`src/rtl/crit_steer_pkg.sv`:
```
package crit_steer_pkg;
  typedef enum logic [2:0] {
    XK_BYPASS     = 3'd0,
    XK_READY      = 3'd1,
    XK_ADDR_MISS  = 3'd2,
    XK_ADDR_CHECK = 3'd3,
    XK_STORE      = 3'd4,
    XK_LOAD       = 3'd5
  } xfer_kind_e;

  typedef enum logic [1:0] {
    RT_PRED = 2'd0,
    RT_FAST = 2'd1,
    RT_SLOW = 2'd2
  } route_src_e;

  function automatic route_src_e kind_route(logic [2:0] kind);
    case (kind)
      XK_BYPASS:     return RT_PRED;
      XK_READY:      return RT_SLOW;
      XK_ADDR_CHECK: return RT_SLOW;
      XK_STORE:      return RT_SLOW;
      default:       return RT_FAST;
    endcase
  endfunction
endpackage

```
`src/rtl/crit_slack_cls.sv`:
```
module crit_slack_cls #(
  parameter int CYC_W = 16
) (
  input  logic [CYC_W-1:0] arrive_i,
  input  logic [CYC_W-1:0] issue_i,
  input  logic [CYC_W-1:0] thresh_i,
  output logic             crit_o
);
  logic [CYC_W-1:0] slack;

  // issue not after arrival: clamp to zero instead of wrapping
  always_comb begin
    if (issue_i > arrive_i) slack = issue_i - arrive_i;
    else                    slack = '0;
    crit_o = (slack <= thresh_i);
  end
endmodule

```
`src/rtl/crit_pred_table.sv`:
```
module crit_pred_table #(
  parameter int IDX_W     = 8,
  parameter int CTR_W     = 2,
  parameter int RESET_CTR = 2
) (
  input  logic             clk_i,
  input  logic             rst_ni,
  input  logic [IDX_W-1:0] rd_idx_i,
  output logic             rd_crit_o,
  input  logic             wr_en_i,
  input  logic [IDX_W-1:0] wr_idx_i,
  input  logic             wr_crit_i
);
  localparam int DEPTH = 1 << IDX_W;
  localparam logic [CTR_W-1:0] CTR_MAX  = {CTR_W{1'b1}};
  localparam logic [CTR_W-1:0] CTR_INIT = CTR_W'(RESET_CTR);

  logic [CTR_W-1:0] ctr_q [DEPTH];

  for (genvar g = 0; g < DEPTH; g++) begin : g_entry
    logic hit;
    assign hit = wr_en_i && (wr_idx_i == IDX_W'(g));

    always_ff @(posedge clk_i or negedge rst_ni) begin
      if (!rst_ni) begin
        ctr_q[g] <= CTR_INIT;
      end else if (hit) begin
        if (wr_crit_i) begin
          if (ctr_q[g] != CTR_MAX) ctr_q[g] <= ctr_q[g] + 1'b1;
        end else begin
          if (ctr_q[g] != '0) ctr_q[g] <= ctr_q[g] - 1'b1;
        end
      end
    end
  end

  // read sees pre-edge state, so same-cycle training is not visible
  assign rd_crit_o = ctr_q[rd_idx_i][CTR_W-1];
endmodule

```
`src/rtl/crit_route_sel.sv`:
```
module crit_route_sel
  import crit_steer_pkg::*;
(
  input  logic [2:0] kind_i,
  input  logic       pred_crit_i,
  output logic       fast_o
);
  route_src_e src;

  always_comb begin
    src = kind_route(kind_i);
    unique case (src)
      RT_PRED: fast_o = pred_crit_i;
      RT_SLOW: fast_o = 1'b0;
      default: fast_o = 1'b1;
    endcase
  end
endmodule

```
`src/rtl/crit_wire_steer.sv`:
```
module crit_wire_steer #(
  parameter int PC_W    = 32,
  parameter int IDX_LSB = 2,
  parameter int IDX_W   = 8,
  parameter int CYC_W   = 16
) (
  input  logic             clk_i,
  input  logic             rst_ni,
  input  logic [2:0]       xfer_kind_i,
  input  logic [PC_W-1:0]  xfer_pc_i,
  input  logic             train_valid_i,
  input  logic [PC_W-1:0]  train_pc_i,
  input  logic [CYC_W-1:0] train_arrive_i,
  input  logic [CYC_W-1:0] train_issue_i,
  input  logic [CYC_W-1:0] crit_thresh_i,
  output logic             fast_sel_o
);
  localparam int IDX_MSB = IDX_LSB + IDX_W - 1;

  logic [IDX_W-1:0] rd_idx, wr_idx;
  logic             pred_crit, train_crit;

  assign rd_idx = xfer_pc_i[IDX_MSB:IDX_LSB];
  assign wr_idx = train_pc_i[IDX_MSB:IDX_LSB];

  crit_slack_cls #(.CYC_W(CYC_W)) u_cls (
    .arrive_i (train_arrive_i),
    .issue_i  (train_issue_i),
    .thresh_i (crit_thresh_i),
    .crit_o   (train_crit)
  );

  crit_pred_table #(.IDX_W(IDX_W), .CTR_W(2), .RESET_CTR(2)) u_tbl (
    .clk_i     (clk_i),
    .rst_ni    (rst_ni),
    .rd_idx_i  (rd_idx),
    .rd_crit_o (pred_crit),
    .wr_en_i   (train_valid_i),
    .wr_idx_i  (wr_idx),
    .wr_crit_i (train_crit)
  );

  crit_route_sel u_route (
    .kind_i      (xfer_kind_i),
    .pred_crit_i (pred_crit),
    .fast_o      (fast_sel_o)
  );
endmodule

```
`config.mk`:
```
export PLATFORM = sky130hd
export DESIGN_NAME = crit_wire_steer
export DESIGN_NICKNAME = d
export VERILOG_FILES = /design/src/rtl/crit_steer_pkg.sv /design/src/rtl/crit_slack_cls.sv /design/src/rtl/crit_pred_table.sv /design/src/rtl/crit_route_sel.sv /design/src/rtl/crit_wire_steer.sv
export SDC_FILE = /design/constraint.sdc
export NUM_CORES = 1
export LEC_CHECK = 0
export ABC_AREA = 1
export BUFFER_PORTS_ARGS = -buffer_cell sky130_fd_sc_hd__buf_2
export CAP_MARGIN = 20
export CORE_UTILIZATION = 60
export DETAILED_ROUTE_END_ITERATION = 10
export HOLD_SLACK_MARGIN = 0.05
export PLACE_DENSITY = 0.85
export SYNTH_ARGS = -nofsm -noshare
export SYNTH_HDL_FRONTEND = slang
export SYNTH_SLANG_ARGS = --single-unit
```
`constraint.sdc`:
```
create_clock -name clk_i -period 8.55 [get_ports clk_i]
set_input_delay 2.565 -clock clk_i [delete_from_list [all_inputs] [get_ports clk_i]]
set_output_delay 2.565 -clock clk_i [all_outputs]
set_load 0.01 [all_outputs]
```
==> metrics.txt, run 1 <==
number of port buffers 70; critical path class primary input to output pin; mapped cell area around 31000 µm²; count leader, synth nand2_1; GRT Overall Usage between 30% and 40%; nets approximately 5000; num ports 119; Cell Pwr Density around 180 nW/µm²; post-route ant nets 0; Core ar. 51500 µm²; top post-synthesis cells by area dfstp_2, dfrtp_1, nand2_1; Detail Placement HPWL ~54000 µm; Most flops, register u_tbl.ctr_q; cell taking the most area after synthesis dfstp_2; initial core utilization 61.0%; grt ovf 0; post-synth top area share 21.4%; # clock sinks between 500 and 600; xor-xnor portion of the synthesized cell area less than 1%; die area ~53000 µm²; Synth Net Count 4857; Fin Clk Skew ~29 ps; CP required 5990 ps; max_cap viols 0; Ys Warns 0; Synth Area in Simple Gates 26.4%; CTS HTree Levels 2; setup bufs post-CTS 0; final setup fails 0; vias per cell between 5 and 6; RSZ-0062 raised after global routing no; synth cell count leaders nand2_1, inv_1, o21ai_0; Hold Vio Cnt, Final 0; Final TNS setup 0 ps; Crit Path Max Fanout 25; worst min path class flop to flop; share of flip-flops with an asynchronous set or reset after synthesis 100%; Mean Syn Cell Area about 6.7 µm²; Max-slew headroom between 30% and 40%; Peak Freq between 100 and 150 MHz; Adder-Cell Fraction of Synth Area ~1.3%; per-cell routed wire length roughly 16 µm; Final Util between 60% and 70%; area fraction in compound gates after synthesis 18.3%; pin count of the biggest net entering global routing ~160; Synth Register Bits about 500; residual DRC count 0; Largest register FFs approximately 510; status finished clean; Finished Layout Cells 5442; Post-synth EDFFs 0; VDD IR max 0.000167 V; synth unique cells 37; Die Y approximately 230 µm; max-slew violation count 0; sequential fraction of the synthesis area roughly two fifths; crit path capture type output pin; reg2reg setup slack 7440 ps; Hold-fix buffers, CTS 0; startpoint types primary input; die width 231 µm; PnR worst setup slack 1210 ps; routability congestion estimate a little under 0.9; Worst-Margin Slew 1030 ps; Critical Path AT 4780 ps; CTS tree done; initial DRC count between 3000 and 4000; mux contribution to synthesized area less than 1%; top_reg_cell synth dfstp_2; placed insts about 5300; Post-CTS Resized 0; area delta synth->final 8.72%; Clock Path Buffers 3; vias in the first global route roughly 29000; clk root buf clkbuf_16; DRT Pass-1 Iters 6; drt total wl 87100 µm; Site Rows 83; post-route clock period utilization roughly 86%; largest family of logic cells by synthesized area simple AND/OR/NAND/NOR gates; Largest regs u_tbl.ctr_q x512; Leakage ~15 nW; share of cells above drive strength 1 a little over a tenth; first-pass GRT wire length about 140000 µm; Vias slightly above 30000; initial antenna violation count 3; Synth Instances approximately 4700; Reg clk slew, reported paths approximately 60 ps; clock latency at the later pin of the worst-skew pair 620 ps; dpl ws around 1300 ps; Final min period approximately 7300 ps; CTS buffer count 55
## cells by family (layout without fill, tap and decap cells)
| logic type | after synthesis | in the layout |
|---|---|---|
| xor+xnor | 12 | 12 |
| simple gates | 2057 | 2057 |
| compound gates | 1140 | 1140 |
| buf+inv | 951 | 1005 |
| mux | 1 | 1 |
| fa+ha+maj | 33 | 33 |
| other cells | 0 | 2 |
| flops | 512 | 512 |
## power by group
part           internal (W)  leakage, nW  switching [W]
clock network       0.00139        0.875        0.00101
logic              0.000276         8.00       0.000673
registers           0.00255         6.13       0.000122
## stage by stage
step	hold WS, ps	instance area [µm²]	total power [W]
after floorplan	466	31400	0.00332
after global placement	478	32400	0.00360
after detailed placement	495	32400	0.00364
after CTS	503	34100	0.00603
after global routing	515	34100	0.00627
final	502	34100	0.00602
## layout make-up
type,instances,area (µm²)
fillers,4367,17400
multi-input cells,3243,14600
flip-flops and latches,512,13100
inverters,801,3020
clock buffers,93,1680
well taps,680,851
repair buffers,102,741
clock inverters,9,98.8
diodes,2,5.00
## per-layer routing
metal / track usage, % / share of wire [%] / vias to the layer above
li1: - / - / 14904
met1: 42.1 / 41 / 14297
met2: 54.1 / 46 / 1314
met3: 4.69 / 8.9 / 284
met4: 16.5 / 4.7 / 2
met5: 0 / 0.013 / -
## placed cells by master (no fill, tap or decap), types with 4 or more instances in the layout
cell type	instances
a21oi_1	219
buf_12	11
buf_2	68
buf_4	22
clkbuf_1	22
clkbuf_16	55
clkbuf_8	16
clkinv_1	10
clkinv_2	6
dfrtp_1	256
dfstp_2	256
ha_1	32
inv_1	788
nand2_1	1196
nand3_1	326
nor2_1	469
nor3_1	6
o211ai_1	4
o21ai_0	744
o21ai_1	163
or2_2	53
xnor2_1	6
xor2_1	6
## critical path, stage by stage
cell	delay (ps)
buf_2	110
inv_1	270
buf_4	530
nand3_1	140
nand3_1	170
nand3_1	210
nand3_1	130
nand2_1	60
nand2_1	60
nand3_1	70
nand2_1	180
nand2_1	80
nand2_1	60
buf_2	120
## final timing paths
| check | end | cells past startpoint | startpoint |
|---|---|---|---|
| worst min-delay path | u_tbl.ctr_q[287]$_DFFE_PN1P_ | 2 | u_tbl.ctr_q[287]$_DFFE_PN1P_ |
| max in group asynchronous | u_tbl.ctr_q[24]$_DFFE_PN0P_ | 2 | rst_ni |
| worst min register to register | u_tbl.ctr_q[287]$_DFFE_PN1P_ | 2 | u_tbl.ctr_q[287]$_DFFE_PN1P_ |
| worst max-delay path | fast_sel_o | 14 | xfer_pc_i[4] |
| min in group asynchronous | u_tbl.ctr_q[224]$_DFFE_PN0P_ | 1 | rst_ni |
| worst max register to register | u_tbl.ctr_q[122]$_DFFE_PN0P_ | 5 | u_tbl.ctr_q[123]$_DFFE_PN1P_ |
No activity file was read; power rests on OpenSTA's default activity.
==> run 2: changes to the inputs <==
--- a/config.mk
+++ b/config.mk
@@ -5,7 +5,6 @@
 export SDC_FILE = /design/constraint.sdc
 export NUM_CORES = 1
 export LEC_CHECK = 0
-export ABC_AREA = 1
 export BUFFER_PORTS_ARGS = -buffer_cell sky130_fd_sc_hd__buf_2
 export CAP_MARGIN = 20
 export CORE_UTILIZATION = 60
==> metrics.txt, run 2 <==
Synth Register Bits 512 (unchanged); WP buf/inv 3 (-1); post-route ant nets 0 (unchanged); top_reg_cell synth dfstp_2; Synth Net Count 3320 (-32%); CTS tree done; Power, Total 0.00563 W (-6.5%); commonest non-fill, non-tap cell in the layout o21ai_0; Vias 27560 (-11%); synth cell count leaders o21ai_0, nand2_1, nor2_1; CTS buffer count 55 (unchanged); share of flip-flops with an asynchronous set or reset after synthesis 100% (unchanged); post-route clock period utilization 91.7% (+5.8 points); Most flops, register u_tbl.ctr_q; Worst-Margin Slew 1170 ps (+142 ps); initial antenna violation count 7 (+4); vias per cell 7.09 (+25%); CP max stage cell mux4_2; Max-slew headroom 22.0% (-9.5 points); max-slew violation count 0 (unchanged); Final min period 7840 ps (+497 ps); VDD IR max 0.000159 V (-4.9%); GRT Overall Usage 35.6% (+2.8 points); Clock Path Buffers 3 (unchanged); sequential fraction of the synthesis area 43.6% (+1.8 points); fin area 32700 µm² (-4.1%); final setup fails 0 (unchanged); area delta synth->final 8.74% (about the same); GR peak layer met2; Final TNS setup 0 ps (unchanged); Core ar. 49300 µm² (-4.4%); placed insts 3779 (-29%); Largest register FFs 512 (unchanged); crit path capture type output pin; mapped cell area 30100 µm² (-4.1%); CP cell instances buf_4 -> buf_4 -> mux4_2 -> a22oi_1 -> nand2_1 -> a21oi_1 -> o221ai_1 -> mux2i_1 -> o21ai_0 -> buf_2; RSZ-0062 raised after global routing no; nets 3323 (-32%); Peak Freq 128 MHz (-6.3%); top post-synthesis cells by area dfstp_2, dfrtp_1, o21ai_0; Leakage 13.4 nW (-11%); Ys Warns 0 (unchanged); synth unique cells 63 (+70%); count leader, synth o21ai_0; # clock sinks 512 (unchanged); most used cell, CP buf_4; met2 Track Usage GR 55.5% (+1.4 points); vias in the first global route 27280 (-5.7%); setup bufs post-CTS 0 (unchanged); max_cap viols 0 (unchanged); residual DRC count 0 (unchanged); placed cell area 31000 µm² (-4.1%); share of cells above drive strength 1 21.3% (+11 points); Detail Placement HPWL 61000 µm (+13%); slowest stage delay, CP 560 ps (+30 ps); Hold Vio Cnt, Final 0 (unchanged); routability congestion estimate 0.955 (+9.4%); Mean Syn Cell Area 9.50 µm² (+42%); Crit Path Max Fanout 14 (-44%); die area 51100 µm² (-4.1%); Post-synth EDFFs 0 (unchanged); startpoint types primary input; critical path class primary input to output pin; commonest non-fill, non-tap cells in the layout o21ai_0, nand2_1, nor2_1; initial DRC count 3539 (+8.0%); per-cell routed wire length 23.5 µm (+47%); met3 Use GR 11.1% (+6.4 points); clk root buf clkbuf_16; cell taking the most area after synthesis dfstp_2; drt total wl 91200 µm (+4.7%); Critical Path AT 5280 ps (+500 ps); number of port buffers 70 (unchanged); DRT Pass-1 Iters 8 (+2); Synth Instances 3169 (-33%); die width 226 µm (-2.1%); CP required 5990 ps (about the same); pin count of the biggest net entering global routing 160 (+0.63%); CTS HTree Levels 2 (unchanged); post-synth top area share 22.3% (+0.92 points); Largest regs u_tbl.ctr_q x512; Post-CTS Resized 0 (unchanged); Cell Pwr Density 172 nW/µm² (-2.5%); Fin Clk Skew 23.0 ps (-6.40 ps); initial core utilization 61.1% (+0.16 points); Site Rows 81 (-2.4%); worst min path class flop to flop; num ports 119 (unchanged); clock latency at the later pin of the worst-skew pair 650 ps (+30 ps); Largest delay share family, worst path multiplexers; grt ovf 0 (unchanged); Die Y 226 µm (-2.1%); status finished clean; Reg clk slew, reported paths 60 ps (about the same); met1 Use GR 43.7% (+1.6 points); Finished Layout Cells 3887 (-29%); Hold-fix buffers, CTS 0 (unchanged); first-pass GRT wire length 142000 µm (+0.76%)
run 2: cell types whose count changed after synthesis, sizes merged, moves of 60 or more:
cell / previous run / this run
o21ai: 907 / 355
a21o: 0 / 149
a22o: 0 / 144
nand2: 1197 / 308
mux4: 0 / 60
o211ai: 5 / 101
nand3: 326 / 175
mux2i: 1 / 143
inv: 791 / 151
nor2: 469 / 284
o221a: 0 / 141
run 2: area by class of cell:
type	count	area, µm²
Fill cell	3731	16500
Multi-Input combinational cell	2323	15500
Sequential cell	512	13100
Clock buffer	92	1600
Timing Repair Buffer	129	1020
Tap cell	664	831
Inverter	151	567
Clock inverter	11	104
Antenna cell	5	12.5
run 2: worst min-delay path, cell delays in order (launching register included):
cell and delay (ps):
dfrtp_1 360, inv_1 80, o21ai_0 90
run 2: cells by family after synthesis:
group,share of synthesized area [%]
flops,43.6
xor+xnor,0.204
mux,9.69
simple gates,12.5
buf+inv,5.04
fa+ha+maj,1.43
compound gates,27.5
run 2: worst paths after layout:
kind / start / end / slack, ps / cells past startpoint
worst max-delay path: xfer_pc_i[2] / fast_sel_o / 710 / 10
worst min-delay path: u_tbl.ctr_q[180]$_DFFE_PN0P_ / u_tbl.ctr_q[181]$_DFFE_PN1P_ / 520 / 2
worst max register to register: u_tbl.ctr_q[205]$_DFFE_PN1P_ / u_tbl.ctr_q[204]$_DFFE_PN0P_ / 7380 / 3
worst min register to register: u_tbl.ctr_q[180]$_DFFE_PN0P_ / u_tbl.ctr_q[181]$_DFFE_PN1P_ / 520 / 2
max in group asynchronous: rst_ni / u_tbl.ctr_q[24]$_DFFE_PN0P_ / 5290 / 2
min in group asynchronous: rst_ni / u_tbl.ctr_q[352]$_DFFE_PN0P_ / 1870 / 1
run 2: layer usage:
layer  vias up  wire length, µm
li1      11817                -
met1     13509            33500
met2      1750            41500
met3       478            10500
met4         6             5680
met5         -               69
run 2: through the flow:
| step | hold WS, ps | utilization [%] | worst slack [ps] |
|---|---|---|---|
| global placement | 494 | 62.9 | 806 |
| floorplan | 481 | - | 1550 |
| global route | 547 | 66.4 | 675 |
| finish | 521 | 66.5 | 710 |
| CTS | 522 | 66.4 | 824 |
| detailed placement | 513 | 63.0 | 828 |
run 2: where the power goes:
part	switching [W]	total [W]	internal, W
Combinational	0.000552	0.000797	0.000245
Clock	0.00102	0.00232	0.00130
Sequential	0.0000377	0.00252	0.00248
Total	0.00161	0.00563	0.00402
